==> src/rtl/hash_filter_pkg.sv <==
package hash_filter_pkg;
  localparam int unsigned MAC_W    = 48;
  localparam int unsigned DATA_W   = 32;
  localparam int unsigned MAX_REGS = 8;
  localparam int unsigned ADDR_W   = $clog2(2 * MAX_REGS);
  localparam logic [31:0] CRC_POLY = 32'hEDB8_8320;
  localparam logic [31:0] CRC_INIT = 32'hFFFF_FFFF;
endpackage

==> src/rtl/hash_crc48.sv <==
module hash_crc48 import hash_filter_pkg::*; #(
  parameter int unsigned OUT_W = 6
) (
  input  logic [MAC_W-1:0] mac_i,
  output logic [OUT_W-1:0] top_o
);
  localparam int unsigned NBYTES = MAC_W / 8;
  logic [31:0] c;

  always_comb begin
    c = CRC_INIT;
    for (int b = 0; b < NBYTES; b++) begin
      c = c ^ {24'h0, mac_i[MAC_W-1-8*b -: 8]};
      for (int k = 0; k < 8; k++) begin
        c = c[0] ? ((c >> 1) ^ CRC_POLY) : (c >> 1);
      end
    end
  end

  assign top_o = c[31 -: OUT_W];
endmodule

==> src/rtl/hash_slot_map.sv <==
module hash_slot_map #(
  parameter int unsigned SLOT_SHIFT  = 6,
  parameter int unsigned WIDTH_SHIFT = 4,
  localparam int unsigned W     = 1 << WIDTH_SHIFT,
  localparam int unsigned REG_W = SLOT_SHIFT - WIDTH_SHIFT
) (
  input  logic [SLOT_SHIFT-1:0] crc_top_i,
  output logic [REG_W-1:0]      reg_idx_o,
  output logic [W-1:0]          mask_o
);
  localparam logic [SLOT_SHIFT-1:0] SLOT_MAX = '1;
  localparam logic [W-1:0]          TOP_BIT  = W'(1) << (W - 1);

  logic [SLOT_SHIFT-1:0] slot;

  assign slot      = SLOT_MAX - crc_top_i;
  assign reg_idx_o = slot[SLOT_SHIFT-1:WIDTH_SHIFT];
  assign mask_o    = TOP_BIT >> slot[WIDTH_SHIFT-1:0];
endmodule

==> src/rtl/hash_table_bank.sv <==
module hash_table_bank #(
  parameter int unsigned NREGS = 4,
  parameter int unsigned W     = 16,
  localparam int unsigned IDX_W = $clog2(NREGS)
) (
  input  logic                      clk_i,
  input  logic                      rst_ni,
  input  logic                      we_i,
  input  logic [IDX_W-1:0]          waddr_i,
  input  logic [W-1:0]              wdata_i,
  output logic [NREGS-1:0][W-1:0]   regs_o
);
  for (genvar r = 0; r < NREGS; r++) begin : g_reg
    always_ff @(posedge clk_i or negedge rst_ni) begin
      if (!rst_ni)                               regs_o[r] <= '0;
      else if (we_i && (waddr_i == IDX_W'(r)))   regs_o[r] <= wdata_i;
    end
  end
endmodule

==> src/rtl/hash_addr_filter.sv <==
module hash_addr_filter import hash_filter_pkg::*; #(
  parameter int unsigned VARIANT = 0
) (
  input  logic              clk_i,
  input  logic              rst_ni,
  input  logic              wr_en_i,
  input  logic [ADDR_W-1:0] wr_addr_i,
  input  logic [DATA_W-1:0] wr_data_i,
  input  logic [ADDR_W-1:0] rd_addr_i,
  output logic [DATA_W-1:0] rd_data_o,
  input  logic              lookup_valid_i,
  input  logic [MAC_W-1:0]  dst_addr_i,
  output logic              hit_valid_o,
  output logic              hit_o
);
  localparam int unsigned SLOT_SHIFT  = (VARIANT != 0) ? 8 : 6;
  localparam int unsigned WIDTH_SHIFT = (VARIANT != 0) ? 5 : 4;
  localparam int unsigned W           = 1 << WIDTH_SHIFT;
  localparam int unsigned REG_W       = SLOT_SHIFT - WIDTH_SHIFT;
  localparam int unsigned NREGS       = 1 << REG_W;
  localparam int unsigned GROUP_BIT   = MAC_W - 8;

  logic [1:0][NREGS-1:0][W-1:0] tbl;

  // write decode: bit REG_W picks the bank, higher bits must be zero
  logic wr_in_range;
  assign wr_in_range = (wr_addr_i >> (REG_W + 1)) == '0;

  for (genvar g = 0; g < 2; g++) begin : g_bank
    hash_table_bank #(.NREGS(NREGS), .W(W)) u_bank (
      .clk_i   (clk_i),
      .rst_ni  (rst_ni),
      .we_i    (wr_en_i && wr_in_range && (wr_addr_i[REG_W] == 1'(g))),
      .waddr_i (wr_addr_i[REG_W-1:0]),
      .wdata_i (wr_data_i[W-1:0]),
      .regs_o  (tbl[g])
    );
  end

  logic         rd_in_range;
  logic [W-1:0] rd_word;
  assign rd_in_range = (rd_addr_i >> (REG_W + 1)) == '0;
  assign rd_word     = tbl[rd_addr_i[REG_W]][rd_addr_i[REG_W-1:0]];
  assign rd_data_o   = rd_in_range ? DATA_W'(rd_word) : '0;

  logic [SLOT_SHIFT-1:0] crc_top;
  logic [REG_W-1:0]      reg_idx;
  logic [W-1:0]          mask;
  logic                  hit_d;

  hash_crc48 #(.OUT_W(SLOT_SHIFT)) u_crc (
    .mac_i (dst_addr_i),
    .top_o (crc_top)
  );

  hash_slot_map #(.SLOT_SHIFT(SLOT_SHIFT), .WIDTH_SHIFT(WIDTH_SHIFT)) u_map (
    .crc_top_i (crc_top),
    .reg_idx_o (reg_idx),
    .mask_o    (mask)
  );

  assign hit_d = |(tbl[dst_addr_i[GROUP_BIT]][reg_idx] & mask);

  always_ff @(posedge clk_i or negedge rst_ni) begin
    if (!rst_ni) begin
      hit_valid_o <= 1'b0;
      hit_o       <= 1'b0;
    end else begin
      hit_valid_o <= lookup_valid_i;
      hit_o       <= lookup_valid_i && hit_d;
    end
  end
endmodule


==> config.mk <==
export PLATFORM = sky130hd
export DESIGN_NAME = hash_addr_filter
export DESIGN_NICKNAME = d
export VERILOG_FILES = /design/src/rtl/hash_filter_pkg.sv /design/src/rtl/hash_crc48.sv /design/src/rtl/hash_slot_map.sv /design/src/rtl/hash_table_bank.sv /design/src/rtl/hash_addr_filter.sv
export SDC_FILE = /design/constraint.sdc
export NUM_CORES = 1
export LEC_CHECK = 0
export BUFFER_PORTS_ARGS = -buffer_cell sky130_fd_sc_hd__buf_2
export CAP_MARGIN = 20
export CORE_ASPECT_RATIO = 0.9
export CORE_UTILIZATION = 53
export CTS_CLUSTER_DIAMETER = 50
export DETAILED_ROUTE_END_ITERATION = 8
export GPL_ROUTABILITY_DRIVEN = 0
export HOLD_SLACK_MARGIN = 0.15
export PLACE_DENSITY = 0.77
export REMOVE_ABC_BUFFERS = 1
export SLEW_MARGIN = 10
export SYNTH_ARGS = -nofsm -noshare
export SYNTH_HDL_FRONTEND = slang
export SYNTH_SLANG_ARGS = --single-unit
==> constraint.sdc <==
create_clock -name clk_i -period 2 [get_ports clk_i]
set_input_delay 0.2 -clock clk_i [delete_from_list [all_inputs] [get_ports clk_i]]
set_output_delay 0.2 -clock clk_i [all_outputs]
set_load 0.01 [all_outputs]
# Yosys cells after proc, flatten, opt, wreduce, memory -nomap -nowiden
# Cells that the tools add are included.
[totals]
regBits = 130
in_bits = 92
output_inout_bits = 34
elab_cells = 148
[op_classes]
addsub = 1
n_lt_le_gt_ge = 4
eq_ne = 3
n_shift = 1
n_mux = 57
bitwise_logic = 56
n_reduce_logical = 16
[op_table]
columns = ["operator", "count"]
rows = [
  ["32-bit two-way mux", 48],
  ["13-bit inverter with 14-bit output", 48],
  ["64-bit two-way mux", 4],
  ["32-bit by 8-bit bitwise XOR with 32-bit output", 5],
  ["16-bit binary-select mux with 2-bit select", 2],
  ["16-bit two-way mux", 3],
  ["8-bit inverter with 32-bit output", 1],
  ["16-bit bitwise AND", 1],
  ["16-bit OR reduction", 1],
  ["16-bit by 4-bit >> shifter with 16-bit output, first input constant", 1],
  ["1-bit logical AND", 12],
  ["4-bit zero test", 2],
  ["2-bit by 3-bit less-than comparator with 1-bit output, second input constant", 2],
  ["6-bit subtractor, first input constant", 1],
  ["2-bit == test, second input constant", 2],
  ["1-bit by 2-bit less-than comparator with 1-bit output, second input constant", 2],
  ["2-bit by 1-bit == test with 1-bit output, second input constant", 1],
  ["2-bit zero test", 1],
  ["1-bit inverter", 1],
]

# Logic depth before layout (Yosys ltp)
# Gate-level depths: netlist of run 1.
[depth]
depth_word = 108
depth_mapped = 17
mapped_depth_nobuf = 13

# Hierarchy
# A second synthesis of run 1 with hierarchy kept.
[unflattened]
hier_cells = 674
hier_area_um2 = 9710.6
[by_module_without_submodules]
columns = ["mod", "n_inst", "cells_per_inst", "area_each_um2", "seq_area_each_um2"]
rows = [
  ["hash_table_bank", 2, 136, 2411.1, 1601.5],
  ["hash_crc48", 1, 191, 2366.0, 0.0],
  ["hash_addr_filter", 1, 189, 2288.4, 50.0],
  ["hash_slot_map", 1, 22, 234.0, 0.0],
]

# Worst setup path after synthesis of run 1
# OpenSTA, ideal clock, no wires.
[synth_path]
path_kind = "input to register"
start = "in dst_addr_i[43]"
end = "reg hit_o"
setup_time_ns = 0.129
t_arrival_ns = 4.122
required_time_ns = 1.871
setup_slack_ns = -2.251
path_stages = 14
path_buffers = 2
cell_sequence = "buf_2 -> xnor3_1 -> xnor3_1 -> xnor3_1 -> xnor3_1 -> xnor2_2 -> xnor2_1 -> clkbuf_1 -> mux4_2 -> mux2i_1 -> a21oi_1 -> a221oi_1 -> o32ai_1 -> o41a_1"
[synth_between]
elab_chain_cells = 77
elab_cells_between_ends = 104
cone_classes = "add/sub: 1; shift: 1; mux: 50; bitwise: 50; reduce/logical: 2"
[synth_lines]
columns = ["element", "line_no", "rtl"]
rows = [
  ["start, declared", "hash_addr_filter.sv:12", "input logic [MAC_W-1:0] dst_addr_i,"],
  ["8-bit inverter with 32-bit output (no source line) (*)", "--", ""],
  ["32-bit two-way mux (*) (4 in a row)", "hash_crc48.sv:15", "c = c[0] ? ((c >> 1) ^ CRC_POLY) : (c >> 1);"],
  ["13-bit inverter with 14-bit output (no source line)", "--", ""],
  ["32-bit two-way mux (*) (3 in a row)", "hash_crc48.sv:15", ""],
  ["13-bit inverter with 14-bit output (no source line) or 32-bit two-way mux (tied branches)", "--", ""],
  ["32-bit two-way mux (*)", "hash_crc48.sv:15", ""],
  ["32-bit by 8-bit bitwise XOR with 32-bit output (*)", "hash_crc48.sv:13", "c = c ^ {24'h0, mac_i[MAC_W-1-8*b -: 8]};"],
  ["32-bit two-way mux (*) (6 in a row)", "hash_crc48.sv:15", ""],
  ["[... 50 more ...]", "--", ""],
  ["32-bit two-way mux (*)", "hash_crc48.sv:15", ""],
  ["13-bit inverter with 14-bit output (no source line)", "--", ""],
  ["32-bit two-way mux (*)", "hash_crc48.sv:15", ""],
  ["6-bit subtractor (*)", "hash_slot_map.sv:16", "assign slot = SLOT_MAX - crc_top_i;"],
  ["parallel branches: the longest is 2 deep, another holds 16-bit by 4-bit >> shifter with 16-bit output", "--", ""],
  ["16-bit bitwise AND (*)", "hash_addr_filter.sv:62", "assign hit_d = |(tbl[dst_addr_i[GROUP_BIT]][reg_idx] & mask);"],
  ["16-bit OR reduction (*)", "hash_addr_filter.sv:62", ""],
  ["1-bit logical AND (*)", "hash_addr_filter.sv:70", "hit_o <= lookup_valid_i && hit_d;"],
  ["end signal, assigned", "hash_addr_filter.sv:70", ""],
  ["end, declared", "hash_addr_filter.sv:14", "output logic hit_o"],
]
# Every way passes the cells marked *. The select of a mux whose other input is x is not followed.
# A chain may end at the register's enable or synchronous reset.

# Final worst setup path of run 1
[layout_path]
start = "in dst_addr_i[37]"
end = "reg hit_o"
[layout_between]
elab_chain_cells = 66
elab_cells_between_ends = 85
cone_classes = "add/sub: 1; shift: 1; mux: 42; bitwise: 39; reduce/logical: 2"
[layout_lines]
columns = ["element", "line_no"]
rows = [
  ["32-bit by 8-bit bitwise XOR with 32-bit output (*)", "hash_crc48.sv:13"],
  ["32-bit two-way mux (*) (6 in a row)", "hash_crc48.sv:15"],
  ["13-bit inverter with 14-bit output (no source line)", "--"],
  ["32-bit two-way mux (*)", "hash_crc48.sv:15"],
  ["13-bit inverter with 14-bit output (no source line)", "--"],
  ["32-bit two-way mux (*)", "hash_crc48.sv:15"],
  ["32-bit by 8-bit bitwise XOR with 32-bit output (*)", "hash_crc48.sv:13"],
  ["32-bit two-way mux (*)", "hash_crc48.sv:15"],
  ["[... 44 more ...]", "--"],
  ["32-bit two-way mux (*)", "hash_crc48.sv:15"],
  ["13-bit inverter with 14-bit output (no source line)", "--"],
  ["32-bit two-way mux (*)", "hash_crc48.sv:15"],
  ["6-bit subtractor (*)", "hash_slot_map.sv:16"],
  ["parallel branches: the longest is 2 deep, another holds 16-bit by 4-bit >> shifter with 16-bit output", "--"],
  ["16-bit bitwise AND (*)", "hash_addr_filter.sv:62"],
  ["16-bit OR reduction (*)", "hash_addr_filter.sv:62"],
  ["1-bit logical AND (*)", "hash_addr_filter.sv:70"],
]
# Marked as above.

==> flow_metrics.tcl, run 1 <==
set metrics [dict create \
    outcome "finished, violations left" \
    violations "setup timing" \
    path_max_fanout 7 \
    synthCells 704 \
    synth-seq-cells 130 \
    hold_path.class "input pin to async pin" \
    finalCritPeriodShare_pct 200.8 \
    grt_usage_pct 31.25 \
    crit_buf_inv 5 \
    async_flop_share_pct 100.0 \
    rows 46 \
    die_area_um2 18430 \
    die_w_um 143.0 \
    fin_area_um2 12550 \
    start_util_pct 54.01 \
    setup_tns_ps -2016 \
    synth_flop_cell "dfrtp_1" \
    synth_top_family_by_area "multiplexers" \
    clk_pin_slew_ps 50 \
    max_slew.worst_pin.slew_ps 889.8 \
    worstRegToRegCells 8 \
    use_met2_pct 52.40 \
    die_y_um 128.9 \
    crit_required_ps 2300 \
    final-hold-violation-count 0 \
    path_cells "buf_8, buf_6, xnor3_1, xnor3_2, xor2_2, xnor2_2, xnor3_2, xnor2_4, buf_6, xnor2_4, buf_4, buf_6, mux4_2, a221oi_2, o32ai_2, o41a_1" \
    cp_common_cell "buf_6" \
    antenna_cells 0 \
    startpoint_type "input pin" \
    synthAdderAreaFrac_pct 0 \
    crit_type "input pin to register" \
    regArea_um2 3253 \
    reg2reg_slack_ps -360 \
    multi_input_area_um2 6462 \
    cts_tree "built" \
    place_area_um2 10990 \
    routedWlPerCell_um 24.06 \
    io_buffer_count 93 \
    slowest_stage "xnor3_2" \
    yosys.area.top_type "dfrtp_1" \
    avgSynthCellArea_um2 13.47 \
    crit_cells 16 \
    muxShareOfSynthArea_pct 31.58 \
    grt-ovfl-total 0 \
    synthSimpleGateAreaFrac_pct 3.603 \
    place_hpwl_um 18070 \
    drt_iter0_markers 590 \
    period_needed_ps 4016 \
    drive_above_1_share_pct 55.99 \
    synth_edf_count 0 \
    seq_area_frac_synth_pct 34.31 \
    clk_path_buf_depth 2 \
    met3_usage_pct 5.806 \
    grt_pass1_wl_um 42400 \
    rr_startpoint "g_bank[1].u_bank.regs_o[50]$_DFFE_PN0P_" \
    worstReg2RegEnd "hit_o$_DFF_PN0_" \
    grt_max_degree 52 \
    via_per_inst 6.051 \
    area_growth_pct 32.41 \
    vias 7213 \
    cts_root_buf "clkbuf_16" \
    worstSkewPairLatency_ps 420 \
    relSlewSlack_pct 40.68 \
    routed_wirelength_um 28680 \
    drc_errors 0 \
    yosysWarningCount 0 \
    cpPeakStageDelay_ps 520 \
    num_io_pins 126 \
    cp_top_family "XOR/XNOR gates" \
    max_freq_mhz 249.0 \
    rsz0062_at_grt "yes" \
    cp-end-kind "register" \
    worstPathArrival_ps 4320 \
    drtAntennaViolNets 0 \
    synth_area_leaders "dfrtp_1 (34%), mux2_2 (15%), mux4_2 (12%), xnor2_1 (8.2%), xnor3_1 (7.6%)" \
    cts_num_sinks 130 \
    synth_compound_area_share_pct 3.577 \
    synth_top_area_share_pct 34.31 \
    nNetsFinal 1033 \
    setup_viol 1 \
    finalMaxSlewViolations 0 \
    use_met1_pct 39.81 \
    dr.pass1.iters 5 \
    netlist-cell-type-count 54 \
    netlist_area_um2 9480 \
    antenna_found_initial 0 \
    htree_levels 4 \
    core_um2 17550 \
    synth_xor_area_share_pct 23.16 \
    maxCapViolCount 0 \
    first_global_vias 7531 \
    numCtsBuffers 17 \
    worst_slack_ps -2016 \
    grt-busiest-layer "met2" \
    num-fill-cells 1074 \
    skew_ps 5.937 \
]
## metal layers
layer  share of wire, %  vias up
met1                 40     3697
met4                4.3        0
li1                   -     3025
met5                  0        -
met2                 49      373
met3                6.8      118
## state kept, by name (all words and copies together), names as in the netlist
signal                cells
hit_o                     1
hit_valid_o               1
g_bank.u_bank.regs_o    128
## layout by cell type (no fill, tap or decap), drive strengths merged, types with 4 or more instances in the layout
| cell type | synthesis | final |
|---|---|---|
| buf | 43 | 248 |
| dfrtp | 130 | 130 |
| mux2 | 129 | 129 |
| xnor2 | 101 | 101 |
| mux4 | 52 | 52 |
| mux2i | 37 | 37 |
| xnor3 | 36 | 36 |
| xor2 | 32 | 32 |
| clkbuf | 20 | 24 |
| nor2 | 22 | 22 |
| dlygate4sd3 | 0 | 18 |
| conb | 1 | 16 |
| nand2 | 16 | 16 |
| a21oi | 10 | 10 |
| nor2b | 8 | 8 |
| a31oi | 6 | 6 |
| a2111oi | 6 | 6 |
| clkinv | 0 | 5 |
| nor3 | 5 | 5 |
| nand2b | 4 | 4 |
| xor3 | 4 | 4 |
## cells by family (layout without fill, tap and decap cells)
logic type      count (synthesis)  count (layout)
simple gates                   70              70
mux                           218             218
flops                         130             130
other cells                     1              16
buf+inv                        65             298
compound gates                 47              47
xor+xnor                      173             173
## how the worst max path moves through the flow
stage,startpoint,endpoint,slack [ps]
2_1_floorplan,dst_addr_i[47],hit_o$_DFF_PN0_,-2770
3_3_place_gp,dst_addr_i[47],hit_o$_DFF_PN0_,-2540
3_5_place_dp,dst_addr_i[47],hit_o$_DFF_PN0_,-2700
4_1_cts,dst_addr_i[37],hit_o$_DFF_PN0_,-1890
5_1_grt,dst_addr_i[44],hit_o$_DFF_PN0_,-2180
6_report,dst_addr_i[37],hit_o$_DFF_PN0_,-2020
## timing repair
item / 4_1_cts / 5_1_grt
hold buffers: 18 / 0
setup buffers: 23 / 6
setup endpoints to repair: 1 / 3
gates resized for setup: 73 / 33
hold endpoints to repair: 230 / 0
pin swaps: 39 / 26
## area by class of cell
type | instances | area share (%)
timing repair buffer | 266 | 15.80
clock buffer | 24 | 3.917
sequential | 130 | 25.91
multi-input combinational | 524 | 51.48
clock inverter | 6 | 0.4386
inverter | 2 | 0.05980
tap | 240 | 2.392
## synth_stat cells (all sizes together) (2+ instances only)
master     n
xor3       4
a2111oi    6
xnor2    101
a21oi     10
o21a       2
or3        2
nand2b     4
o32ai      2
xnor3     36
o21ai      2
nand2     16
nor2      22
nand3b     2
inv        2
o31ai      2
nor3b      2
xor2      32
o221ai     2
o22ai      2
buf       43
mux4      52
nand3      2
a22oi      2
dfrtp    130
o2111ai    2
a31oi      6
clkbuf    20
mux2     129
and3       2
mux2i     37
nor3       5
nor2b      8
## per-stage QoR
stage | setup slack [ps] | hold WS [ps] | cells | util [%]
4_1_cts | -1887 | 278.7 | 1186 | 70.00
6_report | -2016 | 274.1 | 1192 | 71.51
5_1_grt | -2181 | 309.0 | 1192 | 71.51
2_1_floorplan | -2771 | -95.59 | 656 | -
3_5_place_dp | -2697 | 171.9 | 1115 | 62.63
3_3_place_gp | -2541 | 151.3 | 1115 | 62.63
Power of run 1 is not shown: default switching activity piles up to over one toggle a cycle in this logic, so the estimate is an artifact.
==> run 2, diff against run 1 <==
SETUP_SLACK_MARGIN = 0.05   (was not set)
==> run 2 against run 1 <==
Compared with the run above: the flow still finishes with violations (setup timing); sequential share of layout area down 0.11 points; critical path depth up 1; clock skew down 2.0 ps; utilization up 0.30 points; wire length up 1.6%; worst hold slack worse by 6.1 ps; setup slack worse by 44 ps; register-to-register slack about the same; global-route usage unchanged; flip-flop and latch count unchanged; cell area up 0.42%; non-clock buffer count up 7; critical endpoint unchanged; largest cell class unchanged.
==> flow_metrics.tcl, run 2 (same netlist as run 1, synthesis figures left out) <==
set metrics [dict create \
    outcome "finished, violations left" \
    violations "setup timing" \
    skew_ps 3.984 \
    drt_iter0_markers 644 \
    io_buffer_count 93 \
    antenna_cells 0 \
    reg2reg_slack_ps -360 \
    first_global_vias 7531 \
    reg_top3 "g_bank.u_bank.regs_o x128, hit_o x1, hit_valid_o x1" \
    area_growth_pct 32.97 \
    start_util_pct 54.01 \
    num_io_pins 126 \
    numCtsBuffers 17 \
    max_slew.worst_pin.slew_ps 904.8 \
    grt_max_degree 52 \
    die_y_um 128.9 \
    crit_required_ps 2300 \
    drtAntennaViolNets 0 \
    routed_wirelength_um 29140 \
    vias 7261 \
    rows 46 \
    grt_usage_pct 31.25 \
    relSlewSlack_pct 39.68 \
    path_max_fanout 3 \
    worstSkewPairLatency_ps 430 \
    largest_register_ff_count 128 \
    clk_path_buf_depth 2 \
    setup_viol 1 \
    die_w_um 143.0 \
    finalCritPeriodShare_pct 203.0 \
    mostFrequentLayoutCell "buf_4" \
    rsz0062_at_grt "yes" \
    worstPathArrival_ps 4360 \
    drc_errors 0 \
    finalMaxSlewViolations 0 \
    cp_common_cell "buf_4" \
    die_area_um2 18430 \
    whs_ps 268.0 \
    antenna_found_initial 0 \
    fin_area_um2 12610 \
    routedWlPerCell_um 24.31 \
    dr.pass1.iters 5 \
    final_cell_mix "buf_4 (146), dfrtp_1 (130), mux2_2 (129)" \
    final-hold-violation-count 0 \
    worst_slack_ps -2060 \
    cts_root_buf "clkbuf_16" \
    crit_type "input pin to register" \
    final_util_pct 71.81 \
    core_um2 17550 \
    period_needed_ps 4060 \
    cp-end-kind "register" \
    maxCapViolCount 0 \
    cpPeakStageDelay_ps 530 \
    cts_num_sinks 130 \
    slowest_stage "mux4_2" \
    startpoint_type "input pin" \
    nNetsFinal 1040 \
    cts_tree "built" \
    max_freq_mhz 246.3 \
    grt_pass1_wl_um 42400 \
    place_hpwl_um 18070 \
    path_cells "buf_2, xnor3_1, xnor3_2, buf_4, xnor3_1, xnor2_1, xnor2_1, buf_4, xnor2_4, xnor2_2, buf_4, xnor2_4, mux4_2, o21bai_4, mux2i_2, o32ai_2, o41a_1" \
    htree_levels 4 \
    via_per_inst 6.056 \
    clk_pin_slew_ps 60 \
    grt-ovfl-total 0 \
    largest_register "g_bank.u_bank.regs_o" \
    hold_path.class "input pin to async pin" \
    place_area_um2 10990 \
    drive_above_1_share_pct 56.31 \
]
run 2: changes by cell type in the layout (fill, tap and decap cells not counted):
cell / before / now
buf_4: 139 / 146
run 2: final timing paths:
check / startpoint / to / depth (start not counted)
worst max register to register: g_bank[1].u_bank.regs_o[50]$_DFFE_PN0P_ / hit_o$_DFF_PN0_ / 8
worst min-delay path: rst_ni / g_bank[1].u_bank.regs_o[18]$_DFFE_PN0P_ / 2
min in group clk_i: wr_addr_i[0] / g_bank[1].u_bank.regs_o[46]$_DFFE_PN0P_ / 4
max in group asynchronous: rst_ni / g_bank[1].u_bank.regs_o[31]$_DFFE_PN0P_ / 3
worst min register to register: g_bank[0].u_bank.regs_o[62]$_DFFE_PN0P_ / g_bank[0].u_bank.regs_o[62]$_DFFE_PN0P_ / 1
worst max-delay path: dst_addr_i[18] / hit_o$_DFF_PN0_ / 17
run 2: what timing repair did:
action,4_1_cts,5_1_grt
setup buffers,23,13
gates resized for setup,73,33
pin swaps,39,26
endpoints found under the setup margin,1,10
hold buffers,18,0
endpoints found under the hold margin,230,0
run 2: cell type report:
cell class              instances  area (um2)
clock inverters                 6       55.05
fillers                      1065        4949
clock buffers                  24       491.7
repair buffers                273        2036
inverters                       2       7.507
well taps                     240       300.3
multi-input cells             524        6462
flip-flops and latches        130        3253
run 2: worst max-delay path, delay by kind of cell:
kind                      cells  cell delay (ps)
AOI/OAI and AO/OA             3              670
buffers and inverters         4              610
xor gates and xnor gates      8             2160
muxes                         2              710
run 2: layer usage:
layer	share of wire, %	track usage (%)	up-vias
li1	-	-	3035
met1	40	39.81	3723
met2	50	52.40	405
met3	7.1	5.806	98
met4	3.6	13.73	0
met5	0	0	-
run 2: metrics by stage:
step	setup TNS (ps)	setup WS (ps)	cells
after floorplan	-11910	-2771	656
after global placement	-2541	-2541	1115
after detailed placement	-2697	-2697	1115
after CTS	-1887	-1887	1186
after global routing	-2187	-2132	1199
final	-2060	-2060	1199
Power of run 2 is left out for the same reason.
